## src/rtl/tdm_pkg.sv

```systemverilog
package tdm_pkg;

    localparam int WORD_W = 32;
    localparam int LEN_W  = 6;
    localparam int POS_W  = 16;

    typedef struct packed {
        logic [POS_W-1:0] start;
        logic [LEN_W-1:0] len;
        logic             need_two;
        logic             invert;
        logic             msb_first;
        logic             is_tx;
        logic             en;
    } slot_cfg_t;

    typedef struct packed {
        logic             rx_en;
        logic             tx_en;
        logic [POS_W-1:0] bpf;
    } glb_cfg_t;

    function automatic logic in_window(logic [POS_W-1:0] pos,
                                       logic [POS_W-1:0] start,
                                       logic [LEN_W-1:0] len);
        logic [POS_W:0] lo;
        logic [POS_W:0] hi;
        lo = {1'b0, start};
        hi = lo + (POS_W+1)'(len);
        return ({1'b0, pos} >= lo) && ({1'b0, pos} < hi);
    endfunction

endpackage

```

## src/rtl/tdm_clkgen.sv

```systemverilog
module tdm_clkgen
    import tdm_pkg::*;
#(
    parameter int HALF_DIV = 2
) (
    input  logic             clk,
    input  logic             rst_n,
    input  logic [POS_W-1:0] bpf,
    output logic             rise_tick,
    output logic             fall_tick,
    output logic             frame_start,
    output logic [POS_W-1:0] nxt_bit,
    output logic [POS_W-1:0] cur_bit,
    output logic             bit_clk
);
    localparam int PERIOD = 2 * HALF_DIV;
    localparam int DIV_W  = $clog2(PERIOD);
    localparam logic [DIV_W-1:0] DIV_LAST = DIV_W'(PERIOD - 1);
    localparam logic [DIV_W-1:0] DIV_FALL = DIV_W'(HALF_DIV - 1);

    typedef struct packed {
        logic [DIV_W-1:0] div;
        logic [POS_W-1:0] bitn;
        logic             bclk;
    } st_t;

    st_t  st_d, st_q;
    logic wrap;

    always_comb begin
        st_d      = st_q;
        rise_tick = (st_q.div == DIV_LAST);
        fall_tick = (st_q.div == DIV_FALL);
        wrap      = (({1'b0, st_q.bitn} + (POS_W+1)'(1)) >= {1'b0, bpf});
        nxt_bit   = wrap ? '0 : st_q.bitn + POS_W'(1);
        frame_start = rise_tick && wrap;
        if (rise_tick) begin
            st_d.div  = '0;
            st_d.bitn = nxt_bit;
            st_d.bclk = 1'b1;
        end else begin
            st_d.div = st_q.div + DIV_W'(1);
            if (fall_tick) st_d.bclk = 1'b0;
        end
    end

    always_ff @(posedge clk or negedge rst_n) begin
        if (!rst_n) begin
            st_q.div  <= DIV_LAST;
            st_q.bitn <= '1;
            st_q.bclk <= 1'b0;
        end else begin
            st_q <= st_d;
        end
    end

    assign cur_bit = st_q.bitn;
    assign bit_clk = st_q.bclk;

    p_frame_wrap_r1: assert property (@(posedge clk) disable iff (!rst_n)
        frame_start |=> (cur_bit == '0));

endmodule

```

## src/rtl/tdm_cfg_regs.sv

```systemverilog
module tdm_cfg_regs
    import tdm_pkg::*;
#(
    parameter int NSLOT   = 4,
    parameter int AW      = 4,
    parameter int DEF_BPF = 64
) (
    input  logic                          clk,
    input  logic                          rst_n,
    input  logic                          wr_en,
    input  logic [AW-1:0]                 wr_addr,
    input  logic [WORD_W-1:0]             wr_data,
    input  logic                          frame_start,
    output logic [POS_W-1:0]              act_bpf,
    output logic                          nxt_tx_en,
    output logic                          nxt_rx_en,
    output slot_cfg_t [NSLOT-1:0]         nxt_cfg,
    output logic [NSLOT-1:0][WORD_W-1:0]  nxt_word
);
    typedef struct packed {
        glb_cfg_t                        sh_g;
        glb_cfg_t                        act_g;
        slot_cfg_t [NSLOT-1:0]           sh_c;
        slot_cfg_t [NSLOT-1:0]           act_c;
        logic [NSLOT-1:0][WORD_W-1:0]    sh_w;
        logic [NSLOT-1:0][WORD_W-1:0]    act_w;
    } st_t;

    st_t       st_d, st_q;
    slot_cfg_t wr_cfg;
    glb_cfg_t  wr_glb;

    always_comb begin
        wr_cfg.start     = wr_data[31:16];
        wr_cfg.len       = wr_data[13:8];
        wr_cfg.need_two  = wr_data[4];
        wr_cfg.invert    = wr_data[3];
        wr_cfg.msb_first = wr_data[2];
        wr_cfg.is_tx     = wr_data[1];
        wr_cfg.en        = wr_data[0];
        wr_glb.bpf       = wr_data[15:0];
        wr_glb.tx_en     = wr_data[16];
        wr_glb.rx_en     = wr_data[17];
    end

    always_comb begin
        st_d = st_q;
        if (frame_start) begin
            st_d.act_g = st_q.sh_g;
            st_d.act_c = st_q.sh_c;
            st_d.act_w = st_q.sh_w;
        end
        if (wr_en) begin
            if (wr_addr == '0) st_d.sh_g = wr_glb;
            for (int i = 0; i < NSLOT; i++) begin
                if (wr_addr == AW'(2*i + 1)) st_d.sh_c[i] = wr_cfg;
                if (wr_addr == AW'(2*i + 2)) st_d.sh_w[i] = wr_data;
            end
        end
    end

    always_ff @(posedge clk or negedge rst_n) begin
        if (!rst_n) begin
            st_q           <= '0;
            st_q.sh_g.bpf  <= POS_W'(DEF_BPF);
            st_q.act_g.bpf <= POS_W'(DEF_BPF);
        end else begin
            st_q <= st_d;
        end
    end

    assign act_bpf   = st_q.act_g.bpf;
    assign nxt_tx_en = frame_start ? st_q.sh_g.tx_en : st_q.act_g.tx_en;
    assign nxt_rx_en = frame_start ? st_q.sh_g.rx_en : st_q.act_g.rx_en;
    assign nxt_cfg   = frame_start ? st_q.sh_c : st_q.act_c;
    assign nxt_word  = frame_start ? st_q.sh_w : st_q.act_w;

    p_apply_at_frame_r11: assert property (@(posedge clk) disable iff (!rst_n)
        (!$stable(st_q.act_w) || !$stable(st_q.act_c)) |-> $past(frame_start));

endmodule

```

## src/rtl/tdm_slot.sv

```systemverilog
module tdm_slot
    import tdm_pkg::*;
(
    input  logic              clk,
    input  logic              rst_n,
    input  slot_cfg_t         cfg,
    input  logic [WORD_W-1:0] word,
    input  logic [POS_W-1:0]  nxt_bit,
    input  logic [POS_W-1:0]  cur_bit,
    input  logic              fall_tick,
    input  logic              rx_en,
    input  logic              din,
    output logic              tx_hit,
    output logic              tx_bit,
    output logic [WORD_W-1:0] rx_word,
    output logic              rx_event
);
    typedef struct packed {
        logic [WORD_W-1:0] acc;
        logic [WORD_W-1:0] held;
        logic [WORD_W-1:0] cand;
        logic              ev;
    } st_t;

    st_t               st_d, st_q;
    logic [LEN_W-1:0]  tx_k, tx_idx, rx_k;
    logic [WORD_W-1:0] base, nacc;
    logic              rx_b;

    always_comb begin
        tx_k   = LEN_W'(nxt_bit - cfg.start);
        tx_idx = cfg.msb_first ? (cfg.len - LEN_W'(1) - tx_k) : tx_k;
        tx_hit = cfg.en && cfg.is_tx && in_window(nxt_bit, cfg.start, cfg.len);
        tx_bit = (|(word & (WORD_W'(1) << tx_idx))) ^ cfg.invert;
    end

    always_comb begin
        st_d    = st_q;
        st_d.ev = 1'b0;
        rx_k    = LEN_W'(cur_bit - cfg.start);
        rx_b    = din ^ cfg.invert;
        base    = (rx_k == '0) ? '0 : st_q.acc;
        nacc    = cfg.msb_first ? {base[WORD_W-2:0], rx_b}
                                : (base | (WORD_W'(rx_b) << rx_k));
        if (fall_tick && rx_en && cfg.en && !cfg.is_tx &&
            in_window(cur_bit, cfg.start, cfg.len)) begin
            st_d.acc = nacc;
            if (rx_k == cfg.len - LEN_W'(1)) begin
                if (cfg.need_two) begin
                    if (nacc == st_q.cand && nacc != st_q.held) begin
                        st_d.held = nacc;
                        st_d.ev   = 1'b1;
                    end
                end else if (nacc != st_q.held) begin
                    st_d.held = nacc;
                    st_d.ev   = 1'b1;
                end
                st_d.cand = nacc;
            end
        end
    end

    always_ff @(posedge clk or negedge rst_n) begin
        if (!rst_n) st_q <= '0;
        else        st_q <= st_d;
    end

    assign rx_word  = st_q.held;
    assign rx_event = st_q.ev;

    p_event_changes_word_r8: assert property (@(posedge clk) disable iff (!rst_n)
        rx_event |-> !$stable(rx_word));

    p_sample_on_fall_r3: assert property (@(posedge clk) disable iff (!rst_n)
        !$stable(rx_word) |-> $past(fall_tick));

endmodule

```

## src/rtl/tdm_slot_engine.sv

```systemverilog
module tdm_slot_engine
    import tdm_pkg::*;
#(
    parameter int NSLOT    = 4,
    parameter int HALF_DIV = 2,
    parameter int DEF_BPF  = 64,
    localparam int AW      = $clog2(2*NSLOT + 1)
) (
    input  logic                      clk,
    input  logic                      rst_n,
    input  logic                      wr_en,
    input  logic [AW-1:0]             wr_addr,
    input  logic [31:0]               wr_data,
    output logic                      tdm_clk,
    output logic                      tdm_fs,
    output logic                      tdm_dout,
    input  logic                      tdm_din,
    output logic [NSLOT*32-1:0]       rx_word,
    output logic [NSLOT-1:0]          rx_event
);
    typedef struct packed {
        logic dout;
        logic fs;
    } st_t;

    st_t                          st_d, st_q;
    logic                         rise_tick, fall_tick, frame_start;
    logic [POS_W-1:0]             nxt_bit, cur_bit, act_bpf;
    logic                         nxt_tx_en, nxt_rx_en;
    slot_cfg_t [NSLOT-1:0]        nxt_cfg;
    logic [NSLOT-1:0][WORD_W-1:0] nxt_word;
    logic [NSLOT-1:0]             hit, tbit;

    tdm_clkgen #(.HALF_DIV(HALF_DIV)) u_clkgen (
        .clk(clk), .rst_n(rst_n), .bpf(act_bpf),
        .rise_tick(rise_tick), .fall_tick(fall_tick), .frame_start(frame_start),
        .nxt_bit(nxt_bit), .cur_bit(cur_bit), .bit_clk(tdm_clk)
    );

    tdm_cfg_regs #(.NSLOT(NSLOT), .AW(AW), .DEF_BPF(DEF_BPF)) u_cfg (
        .clk(clk), .rst_n(rst_n), .wr_en(wr_en), .wr_addr(wr_addr),
        .wr_data(wr_data), .frame_start(frame_start), .act_bpf(act_bpf),
        .nxt_tx_en(nxt_tx_en), .nxt_rx_en(nxt_rx_en),
        .nxt_cfg(nxt_cfg), .nxt_word(nxt_word)
    );

    for (genvar g = 0; g < NSLOT; g++) begin : g_slot
        tdm_slot u_slot (
            .clk(clk), .rst_n(rst_n), .cfg(nxt_cfg[g]), .word(nxt_word[g]),
            .nxt_bit(nxt_bit), .cur_bit(cur_bit), .fall_tick(fall_tick),
            .rx_en(nxt_rx_en), .din(tdm_din),
            .tx_hit(hit[g]), .tx_bit(tbit[g]),
            .rx_word(rx_word[g*WORD_W +: WORD_W]), .rx_event(rx_event[g])
        );
    end

    always_comb begin
        st_d = st_q;
        if (rise_tick) begin
            st_d.fs   = (nxt_bit == '0);
            st_d.dout = (nxt_tx_en && (|hit)) ? (|(hit & tbit)) : 1'b1;
        end
    end

    always_ff @(posedge clk or negedge rst_n) begin
        if (!rst_n) begin
            st_q.dout <= 1'b1;
            st_q.fs   <= 1'b0;
        end else begin
            st_q <= st_d;
        end
    end

    assign tdm_dout = st_q.dout;
    assign tdm_fs   = st_q.fs;

    p_fs_on_rise_r2: assert property (@(posedge clk) disable iff (!rst_n)
        !$stable(tdm_fs) |-> $rose(tdm_clk));

    p_dout_on_rise_r2: assert property (@(posedge clk) disable iff (!rst_n)
        !$stable(tdm_dout) |-> $rose(tdm_clk));

    p_idle_high_r6: assert property (@(posedge clk) disable iff (!rst_n)
        (rise_tick && !nxt_tx_en) |=> tdm_dout);

endmodule

```

## config.mk

```make
export PLATFORM = sky130hd
export DESIGN_NAME = tdm_slot_engine
export DESIGN_NICKNAME = d
export VERILOG_FILES = /design/src/rtl/tdm_pkg.sv /design/src/rtl/tdm_clkgen.sv /design/src/rtl/tdm_cfg_regs.sv /design/src/rtl/tdm_slot.sv /design/src/rtl/tdm_slot_engine.sv
export SDC_FILE = /design/constraint.sdc
export NUM_CORES = 2
export LEC_CHECK = 0
export BUFFER_PORTS_ARGS = -buffer_cell sky130_fd_sc_hd__buf_2
export CORE_MARGIN = 2
export CORE_UTILIZATION = 45
export DETAILED_ROUTE_END_ITERATION = 10
export HOLD_SLACK_MARGIN = 0.15
export PLACE_DENSITY_LB_ADDON = 0.05
export SETUP_SLACK_MARGIN = 0.2
export SYNTH_ARGS = -nofsm -noshare
export SYNTH_HDL_FRONTEND = slang
export SYNTH_SLANG_ARGS = --single-unit
export TNS_END_PERCENT = 100
```

## constraint.sdc

```tcl
create_clock -name clk -period 11 [get_ports clk]
set_input_delay 1.1 -clock clk [delete_from_list [all_inputs] [get_ports clk]]
set_output_delay 1.1 -clock clk [all_outputs]
set_load 0.1 [all_outputs]
```

### Word-level counts from Yosys, hierarchy flattened

Cells that the tools add are included.

* bits in registers: 917
* memories: 0
* bits in read-only memories: 0
* bits in latches: 0
* bits in writable memories: 0
* input bits: 40

* reduce and logical (&&, ||, !) cells: 73
* multiply operators: 0
* div/mod/pow operators: 0
* bitwise logic cells: 17
* equality and inequality tests: 26
* add/sub/neg operators: 23
* multiplexer cells: 53
* $lt $le $gt $ge: 17
* shift operators: 8

Operator list (number)
* $mux W32: 20
* $lt A16 B17 Y1: 8
* $and A32 B32 Y32: 4
* $eq A32 B32 Y1: 4
* $ge A16 B16 Y1: 8
* $mux W128: 1
* $ne A32 B32 Y1: 4
* $or A32 B32 Y32: 4
* $reduce_or A32 Y1: 4
* $shl A1 B6 Y32: 4
* $shl A1 B6 Y32 const A: 4
* $mux W108: 1
* $sub A6 B6 Y6: 12
* $add A16 B6 Y17: 4
* $logic_and A1 B1 Y1: 35
* $reduce_and A2 Y1: 13
* $mux W1: 25
* $eq A6 B6 Y1: 4
* $logic_not A6 Y1: 4
* $mux W6: 4
* $sub A6 B1 Y6 const B: 4
* $add A16 B1 Y17 const B: 1
* $ge A17 B16 Y1: 1
* $add A16 B1 Y16 const B: 1
* 18 further kinds: 43

### Longest topological paths before layout

* depth in word-level cells: 15
* gate-level depth with buffers: 53
* gate-level depth less buffers: 39

### By module

Synthesis repeated with hierarchy kept, for this count alone.

* cell total of the unflattened synthesis: 5910
* area total of the unflattened synthesis: 59764.8 µm²

Modules (own cells, without submodules)
* tdm_cfg_regs: area each 19149.6 µm², cells an instance 1098, times used 1
* tdm_slot at g_slot[0].u_slot: area each 9907.0 µm², cells an instance 1228, times used 1
* tdm_slot at g_slot[2].u_slot: area each 9872.0 µm², cells an instance 1175, times used 1
* tdm_slot at g_slot[3].u_slot: area each 9686.8 µm², cells an instance 1110, times used 1
* tdm_slot at g_slot[1].u_slot: area each 9316.4 µm², cells an instance 1091, times used 1
* tdm_clkgen: area each 1696.6 µm², cells an instance 191, times used 1
* tdm_slot_engine: area each 136.4 µm², cells an instance 17, times used 1

### Least setup slack after synthesis

No wires, ideal clock.

* path type: reg2reg
* from: register u_clkgen.st_q, in the netlist u_clkgen.cur_bit[1]
* to: register g_slot[1].u_slot.st_q, in the netlist g_slot[1].u_slot.rx_word[25]
* path buffers: 16
* slack: 0.471 ns
* setup time: 0.125 ns
* data required time: 10.875 ns
* stages on the path, launching flop included: 45
* clock period less this slack: 10.529 ns
* data arrival time: 10.404 ns
* path through: dfstp_2 > ha_1 > nand4_1 > nor2_1 > and3_1 > xor2_1 > ha_1 > a21o_1 > a21oi_1 > o21ai_0 > o41ai_4 > buf_4 > buf_2 > buf_2 > buf_2 > buf_2 > buf_2 > buf_2 > [... 9 more ...] > nor2b_1 > o21a_1 > or2_2 > clkbuf_1 > o311a_1 > o31a_1 > clkbuf_1 > nor2_1 > clkbuf_1 > nand2_1 > nand3_1 > nand4_1 > or4_1 > nor4_1 > nand4_1 > a211oi_2 > buf_2 > mux2_2

RTL lines
* from (decl): RTL line tdm_clkgen.sv:27 `st_t st_d, st_q;`
* from (signal assigned): RTL line tdm_clkgen.sv:53 `st_q <= st_d;`
* to (signal assigned): RTL line tdm_slot.sv:65 `else st_q <= st_d;`
* to (decl): RTL line tdm_slot.sv:25 `st_t st_d, st_q;`

==> metrics.cfg <==
[run_status]
status = finished with violations
violations = design-rule violations

[floorplan]
die_h_um = 374.3
core_area_um2 = 135800
ios = 175
floorplan.initialDensity_pct = 45.44
die_w_um = 374.3
die_area_um2 = 140100
rows = 135

[timing]
rsz0062_at_grt = false
setup_viol = 0
slew_headroom_pct = 24.15
fmax_mhz = 96.82
slew_violations = 0
fin_crit_ns = 10.33
fin_crit_sh_pct = 93.89
worstMarginPinSlew_ns = 1.138
tns_ns = 0
hold_viol = 0
fin_skew_ns = 0.07059

[grt]
antenna_found_initial = 17
grt_start_max_net_pins = 166
grt_pass1_wl_um = 364200
grt_pass1_vias = 52650
grtUsageMet2_pct = 54.29
grt_usage_pct = 34.58
globalRoute.totalOverflow = 0
use_met1_pct = 47.89
top_usage_layer = met2
met3_usage_pct = 5.043

[placed_design]
place.gp.congestion = 1.023
placed_area_um2 = 63850
place_hpwl_um = 177400
io_buffers = 174

[finish]
final_nets = 7120
fillers = 13010
final_area_um2 = 67700
regArea_um2 = 22970
synthToLayoutAreaGrowth_pct = 9.697
multi_input_comb_area_um2 = 35260
drive_gt1_share_pct = 15.04

[routing]
post-route-drc-count = 2
drt_iter0_markers = 6194
wire_per_inst_um = 28.67
drtPass1Iterations = 9
via_count = 54750
wirelength_um = 247300
via_per_inst = 6.346
postRouteAntennaNets = 0

[cts]
postCtsSetupBuffers = 0
ctsRootBufferMaster = clkbuf_16
hold_buffers = 0
clk_pin_slew_ns = 0.06
clk_path_buf_depth = 3
htreeDepth = 3
cts_tree = yes
cts_buffers = 106
clock_latency_ns = 0.78
clock-sinks = 917
ctsResizeCount = 0

[hold_path]
hold_class = input pin to async pin

[yosys]
ys_ff_latch = 917
ys_types = 93
postSynthCellCount = 6833
synth_top_area_cell = dfrtp_1
synth_edf_count = 0
synth_area_um2 = 61710
synth_common_cells = nand2_1, dfrtp_1, mux2_2
synth_ff_type = dfrtp_1
syn_area_per_cell_um2 = 9.032
yosys_warnings = 0
synth_area_leaders = dfrtp_1, mux2_2, ha_1, nand2_1, xnor2_1
yosysTopAreaCellShare_pct = 36.33
post-synth-top-count-cell = nand2_1
yosysSeqAreaShare_pct = 37.23
synth_nets = 7196
async_flop_share_pct = 100.0

[critical_path]
r2r-start = u_clkgen.cur_bit[0]$_DFFE_PN1P_
r2r_cells = 30
path_class = flop to flop
cp_slowest_cell = fa_1
reg2reg_to = g_slot[1].u_slot.rx_word[7]$_DFFE_PN0P_
critPathMaxFanout = 50
critPathLaunch = u_clkgen.cur_bit[0]$_DFFE_PN1P_
path_common_cell = buf_4
cp.arrival_ns = 10.95
cp.required_ns = 11.62
end_kind = flop
max_stage_delay_ns = 1.00
cp-start-kind = flop
rrSetupSlack_ns = 0.67

[pwr]
leakage_nw = 30.75
ir_drop_uv = 632.4
p_per_area_nw_per_um2 = 307.4
finalPower_mw = 20.81

[job]
drv_cap = 0

critical path: cells and delay by family (launching register included):
family	cells	cell delay, ns
AO/OA/AOI/OAI	9	3.04
XOR/XNOR	1	0.08
adder cells (fa/ha/maj)	4	1.87
buffers and inverters	6	1.63
flip-flops	1	0.76
multiplexers	1	0.40
AND/OR/NAND/NOR	9	2.29
placed cells by master (no fill, tap or decap), types with 41 or more instances in the layout:
cell type and n:
nand4_1 87, nand3_1 152, mux2i_1 167, buf_2 174, xor2_1 92, and2_1 42
nor2_1 365, nand2_1 1010, o221ai_1 64, a21oi_1 366, o22ai_1 87, o21a_1 45
a31oi_1 109, o211ai_1 52, xnor2_1 231, a211oi_1 43, inv_1 328, o32ai_1 74
o21ai_0 305, and3_1 46, nor4_1 69, or3_1 41, mux2_2 425, ha_1 307
nor3_1 110, clkbuf_16 106, a21o_1 97, buf_4 138, dfrtp_1 896
metal layers:
metal	share of wire [%]	vias to the layer above
li1	-	24520
met1	43	27270
met2	45	2391
met3	6.9	566
met4	4.5	2
met5	0.0053	-
registers in the layout, indices dropped and copies added, names as in the netlist:
register,count
u_clkgen.bit_clk,1
tdm_dout,1
u_cfg.act_bpf,16
u_clkgen.cur_bit,16
tdm_fs,1
g_slot.u_slot.rx_word,128
u_clkgen.st_q,2
u_cfg.st_q,492
g_slot.u_slot.st_q,256
g_slot.u_slot.rx_event,4
through the flow:
| stage | std cells | hold WS [ns] | util (%) | worst slack (ns) |
|---|---|---|---|---|
| 6_report | 8628 | 0.4052 | 49.85 | 0.6716 |
| 4_1_cts | 8625 | 0.3718 | 49.83 | 0.8139 |
| 3_3_place_gp | 8429 | 0.4472 | 47.01 | 1.094 |
| 2_1_floorplan | 6833 | 0.4330 | - | 0.4710 |
| 3_5_place_dp | 8430 | 0.4535 | 47.01 | 0.9542 |
| 5_1_grt | 8625 | 0.4318 | 49.84 | 0.2225 |
layout make-up:
cell class	instances	area share, %
multi-input combinational	5073	52.08
sequential	917	33.93
clock buffer	136	4.306
tap	1781	3.292
timing repair buffer	325	3.181
inverter	334	1.852
clock inverter	59	1.347
antenna	3	0.01109
how the worst max path moves through the flow:
stage	to
detailed placement	g_slot[3].u_slot.rx_word[26]$_DFFE_PN0P_
finish	g_slot[1].u_slot.rx_word[7]$_DFFE_PN0P_
CTS	g_slot[3].u_slot.rx_word[26]$_DFFE_PN0P_
global placement	g_slot[3].u_slot.rx_word[26]$_DFFE_PN0P_
floorplan	g_slot[1].u_slot.rx_word[25]$_DFFE_PN0P_
global route	g_slot[2].u_slot.rx_word[9]$_DFFE_PN0P_
where the power goes:
part | switching, mW | total [mW] | internal, mW
clock | 1.58 | 3.85 | 2.27
sequential | 0.407 | 4.36 | 3.95
combinational | 8.29 | 12.6 | 4.30
kinds of logic after synthesis:
group	Yosys count	share of synthesized area [%]
and+or+nand+nor	2152	16.15
AOI/OAI and AO/OA	1642	18.01
DFF	917	37.23
buffers and inverters	843	6.056
muxes	628	11.12
xor gates and xnor gates	328	4.691
adders and majority gates	323	6.743
Power figures use the tool's default switching activity.
